[config.mk]
export PLATFORM = sky130hd
export DESIGN_NAME = frac_prescaler
export DESIGN_NICKNAME = d
export VERILOG_FILES = /design/src/rtl/presc_pkg.sv /design/src/rtl/presc_ctrl.sv /design/src/rtl/presc_datapath.sv /design/src/rtl/frac_prescaler.sv
export SDC_FILE = /design/constraint.sdc
export NUM_CORES = 1
export LEC_CHECK = 0
export ABC_AREA = 1
export BUFFER_PORTS_ARGS = -buffer_cell sky130_fd_sc_hd__buf_2
export CAP_MARGIN = 20
export CORE_MARGIN = 2
export CORE_UTILIZATION = 35
export CTS_BUF_LIST = sky130_fd_sc_hd__clkbuf_8
export DETAILED_ROUTE_END_ITERATION = 10
export SLEW_MARGIN = 20
export SYNTH_ARGS = -nofsm -noshare
export SYNTH_HDL_FRONTEND = slang
export SYNTH_SLANG_ARGS = --single-unit
[constraint.sdc]
create_clock -name clk -period 2.7 [get_ports clk]
set_input_delay 0.27 -clock clk [delete_from_list [all_inputs] [get_ports clk]]
set_output_delay 0.27 -clock clk [all_outputs]
set_load 0.005 [all_outputs]
[src/rtl/presc_pkg.sv]
package presc_pkg;

  // Strobes passed from the control half to the datapath half.
  typedef struct packed {
    logic loadCfg;   // current period ends this cycle; start a new one
    logic takeNew;   // a fresh divisor word is offered for the next period
  } presc_strobe_t;

endpackage

[src/rtl/presc_ctrl.sv]
module presc_ctrl
  import presc_pkg::*;
#(
  parameter int INT_W = 5,
  parameter int FRAC_W = 3,
  parameter logic [INT_W+FRAC_W-1:0] RESET_DIV = 'h20
) (
  input  logic                    clk,
  input  logic                    rstN,
  input  logic [INT_W+FRAC_W-1:0] divReg,
  input  logic                    divWrite,
  input  logic                    periodEnd,
  output presc_strobe_t           strobes,
  output logic [INT_W+FRAC_W-1:0] nextCfg
);

  localparam int DIV_W = INT_W + FRAC_W;

  logic [DIV_W-1:0] pendCfg;
  logic             pendValid;

  // A write on the bus wins over an older pending word at a boundary.
  always_comb begin
    strobes.loadCfg = periodEnd;
    strobes.takeNew = periodEnd && (divWrite || pendValid);
    nextCfg         = divWrite ? divReg : pendCfg;
  end

  always_ff @(posedge clk) begin
    if (!rstN) begin
      pendCfg   <= RESET_DIV;
      pendValid <= 1'b0;
    end else if (divWrite && !periodEnd) begin
      pendCfg   <= divReg;
      pendValid <= 1'b1;
    end else if (periodEnd) begin
      pendValid <= 1'b0;
    end
  end

endmodule

[src/rtl/presc_datapath.sv]
module presc_datapath
  import presc_pkg::*;
#(
  parameter int INT_W = 5,
  parameter int FRAC_W = 3,
  parameter logic [INT_W+FRAC_W-1:0] RESET_DIV = 'h20
) (
  input  logic                    clk,
  input  logic                    rstN,
  input  presc_strobe_t           strobes,
  input  logic [INT_W+FRAC_W-1:0] nextCfg,
  output logic                    periodEnd
);

  localparam int DIV_W = INT_W + FRAC_W;
  localparam int CNT_W = INT_W;
  localparam logic [INT_W-1:0] RST_INT = RESET_DIV[DIV_W-1:FRAC_W];
  localparam logic [CNT_W-1:0] RST_CNT =
    (RST_INT == '0) ? '0 : CNT_W'(RST_INT - 1'b1);

  logic [DIV_W-1:0]  activeCfg;
  logic [DIV_W-1:0]  selCfg;
  logic [INT_W-1:0]  selInt;
  logic [FRAC_W-1:0] selFrac;
  logic [CNT_W-1:0]  effInt;
  logic [FRAC_W:0]   phaseSum;
  logic              carry;
  logic [CNT_W-1:0]  lenM1;
  logic [FRAC_W-1:0] phaseAcc;
  logic [CNT_W-1:0]  cnt;

  always_comb begin
    selCfg   = strobes.takeNew ? nextCfg : activeCfg;
    selInt   = selCfg[DIV_W-1:FRAC_W];
    selFrac  = selCfg[FRAC_W-1:0];
    effInt   = (selInt == '0) ? CNT_W'(1) : CNT_W'(selInt);
    phaseSum = {1'b0, phaseAcc} + {1'b0, selFrac};
    carry    = phaseSum[FRAC_W];
    lenM1    = effInt - CNT_W'(1) + {{(CNT_W-1){1'b0}}, carry};
  end

  always_ff @(posedge clk) begin
    if (!rstN) begin
      activeCfg <= RESET_DIV;
      phaseAcc  <= '0;
      cnt       <= RST_CNT;
    end else if (strobes.loadCfg) begin
      cnt      <= lenM1;
      phaseAcc <= phaseSum[FRAC_W-1:0];
      if (strobes.takeNew) activeCfg <= nextCfg;
    end else begin
      cnt <= cnt - CNT_W'(1);
    end
  end

  assign periodEnd = (cnt == '0);

endmodule

[src/rtl/frac_prescaler.sv]
module frac_prescaler
  import presc_pkg::*;
#(
  parameter int INT_W = 5,
  parameter int FRAC_W = 3,
  parameter logic [INT_W+FRAC_W-1:0] RESET_DIV = 'h20
) (
  input  logic                    clk,
  input  logic                    rstN,
  input  logic [INT_W+FRAC_W-1:0] divReg,
  input  logic                    divWrite,
  output logic                    tickOut
);

  localparam int DIV_W = INT_W + FRAC_W;

  presc_strobe_t    strobes;
  logic [DIV_W-1:0] nextCfg;
  logic             periodEnd;

  presc_ctrl #(.INT_W(INT_W), .FRAC_W(FRAC_W), .RESET_DIV(RESET_DIV)) uCtrl (
    .clk(clk), .rstN(rstN), .divReg(divReg), .divWrite(divWrite),
    .periodEnd(periodEnd), .strobes(strobes), .nextCfg(nextCfg)
  );

  presc_datapath #(.INT_W(INT_W), .FRAC_W(FRAC_W), .RESET_DIV(RESET_DIV)) uPath (
    .clk(clk), .rstN(rstN), .strobes(strobes), .nextCfg(nextCfg),
    .periodEnd(periodEnd)
  );

  assign tickOut = periodEnd;

endmodule

==> flow_summary.toml <==
[timing]
whs_ps = 235
hold_viol = 0
period_share_pct = 93.3
fmax_mhz = 397
relSlewSlack_pct = 71.7
period_needed_ps = 2520
tightest_slew_ps = 425
fin_tns_setup_ps = 0
slew_viol_final = 0
rsz0062_at_grt = "yes"
skew_ps = 9.08
worst_slack_ps = 181
setup_viol = 0

[global_routing]
antenna_found_initial = 0
grt_pass1_wl_microns = 4930
overflow = 0
grt_max_degree = 15
grt_pass1_vias = 1150
grtUsageTotal_pct = 14.2

[placed_design]
dp_slack_ps = 26.7
dp_hpwl_microns = 2030
port_buffers = 11
gp_congestion = 0.755

[power_and_ir_drop]
p_per_area_mw_per_mm2 = 657
power_frac_comb_pct = 36.0
pwr-share-seq_pct = 42.9
p_sw_w = 0.000380
vdd_ir_drop_max_uv = 246
power.leakage_nw = 0.744
power.share.clock_pct = 21.2
power.internal_w = 0.000685
p_sw_share_pct = 35.7

[clocking]
clock_sinks = 25
cts_made_buffers = 3
cts.clk_slew.worst_paths_ps = 90
cts_tree = "done"
cts_max_path_buffers = 2
cts-root-buf = "clkbuf_8"
ctsHoldBuffers = 0
htreeDepth = 1
insertion_delay_ps = 270

[worst_setup_path]
reg2regPathDepth = 16
timing.rr.end = "uPath.cnt[4]"
cp_max_fo = 6
critical_path.startpoint_type = "flip-flop"
slowest_delay_ps = 340
ff2ff_setup_slack_ps = 180
reg2reg_from = "uPath.cnt[1]"
cp_cell_sequence = "inv_2 -> ha_4 -> inv_1 -> nor2_2 -> nand3_4 -> o31ai_4 -> ha_1 -> a21o_1 -> a21oi_2 -> ha_2 -> ha_4 -> inv_1 -> nor2_2 -> nand3_1 -> nand3_1 -> a21oi_1"
cp_slowest_cell = "dfxtp_2"
worstPathRequired_ps = 2840
path_class = "flip-flop to flip-flop"
timing.critical_path.to_type = "flip-flop"
critPathArrivalTime_ps = 2660

[cells_and_area]
syn_to_final_growth_pct = 16.1
final_core_util_pct = 43.3
n_antenna_cell = 0
fin_nets = 216
drive_above_1_share_pct = 24.5

[routing]
vias_per_cell = 4.62
ant_nets = 0
route.detailed.wl_per_inst_microns = 10.9
first_iter_violations = 26
first_pass_iters = 4
drc_errors = 0
wl_microns = 2650
via_count = 1128

[logic_synthesis]
synth_top_area_share_pct = 35.9
synth_common_cells = "32 x nor2_1, 29 x nand2_1, 25 x dfxtp_1"
synth_cell_types = 36
synthArstFlopShare_pct = 0
synthesis.area_sq_mm = 0.00140
synth.most_common_cell = "nor2_1"
yosysSeqAreaShare_pct = 35.9
yosysTopAreaCell = "dfxtp_1"
ys.flop_type = "dfxtp_1"
synth_edf_count = 0
synth_nets = 199
syn_avg_cell_area_sq_um = 7.75
synth-seq-cells = 25
synth.area.top_cells = "dfxtp_1 36%, nor2_1 8.6%, nand2_1 7.8%"
syn_inst = 180
yosysWarnings = 0

[floorplan]
dieWidth_microns = 67.1
die_y_microns = 67.1
start_util_pct = 37.3
row_count = 22
core_sq_mm = 0.00374
io_pins = 12
die_area_sq_mm = 0.00451

[job]
max_cap_violations = 0

[outcome]
outcome = "complete, no violations"

[worst_hold_path]
holdCritStartpoint = "divReg[4]"
worstHoldPathType = "input pin to flip-flop"
worstHoldPathCells = 3
holdPathEnd = "uCtrl.pendCfg[4]"
[worst max-delay path: cells and delay by family (launching register included)]
family,cells,cell delay (ps)
buf+inv,3,150
simple gates,5,530
fa+ha+maj,4,750
compound gates,4,630
flops,1,340
[power by group through the flow]
stage	clock network (W)	registers (W)	logic, W
floorplan	0	0.000453	0.000273
global placement	0	0.000461	0.000343
detailed placement	0	0.000461	0.000345
CTS	0.000234	0.000452	0.000348
global route	0.000247	0.000462	0.000445
finish	0.000225	0.000456	0.000383
[flip-flops by register name, indices dropped and copies added (netlist names)]
name             cells
uPath.cnt            5
uPath.phaseAcc       3
uPath.activeCfg      8
uCtrl.pendValid      1
uCtrl.pendCfg        8
[metrics by stage]
step / instances / power (W) / area (sq um)
2_1_floorplan: 180 / 0.000726 / 1400
3_3_place_gp: 238 / 0.000804 / 1510
3_5_place_dp: 238 / 0.000806 / 1510
4_1_cts: 242 / 0.00103 / 1560
5_1_grt: 244 / 0.00115 / 1620
6_report: 244 / 0.00106 / 1620
[cell families after synthesis]
group / count (synthesis) / synth area share, %
adder cells (fa/ha/maj): 8 / 7.71
AO/OA/AOI/OAI: 31 / 17.0
buffers and inverters: 28 / 9.06
flip-flops: 25 / 35.9
XOR/XNOR: 3 / 1.88
multiplexers: 1 / 0.718
AND/OR/NAND/NOR: 84 / 27.8
[final cells by class]
| class | count | area (sq um) |
|---|---|---|
| clock inverter | 1 | 5.00 |
| tap | 48 | 60.1 |
| multi-input combinational | 127 | 817 |
| fill | 417 | 2120 |
| timing repair buffer | 18 | 108 |
| sequential | 25 | 502 |
| inverter | 22 | 87.6 |
| clock buffer | 3 | 41.3 |
[metal layers]
| metal | wire [microns] | GRT usage [%] |
|---|---|---|
| met5 | 0 | 0 |
| met4 | 46 | 5.36 |
| met1 | 1360 | 18.8 |
| met2 | 1180 | 23.4 |
| met3 | 66 | 2.00 |
[worst max-delay path by stage]
stage	slack (ps)	start	cells past startpoint	end
after detailed placement	30	uPath.cnt[1]	16	uPath.cnt[4]
after global routing	-10	uPath.cnt[0]	16	uPath.cnt[4]
after CTS	20	uPath.cnt[1]	16	uPath.cnt[4]
final	180	uPath.cnt[1]	16	uPath.cnt[4]
after floorplan	40	uPath.cnt[0]	17	uPath.cnt[4]
after global placement	110	uPath.cnt[1]	16	uPath.cnt[4]
[cell usage in the layout, fill, tap and decap left out, types with 2 or more instances in the layout]
master and count:
nor2_1 30, nand2_1 29, dfxtp_1 24, inv_1 16, nand3_1 11, buf_2 11
o21ai_0 9, buf_4 7, a21oi_1 6, inv_2 4, nor2_2 3, o31ai_4 3
a21oi_2 3, and2_1 3, a211oi_1 3, ha_4 3, ha_1 3, clkbuf_8 3
nand2_2 2, o21ai_2 2, xnor2_1 2
[repair_timing]
action	in CTS	in global routing
hold endpoints to repair	0	0
setup buffers	0	2
gates resized for setup	0	11
endpoints found under the setup margin	0	2
Power figures use the tool's default switching activity.
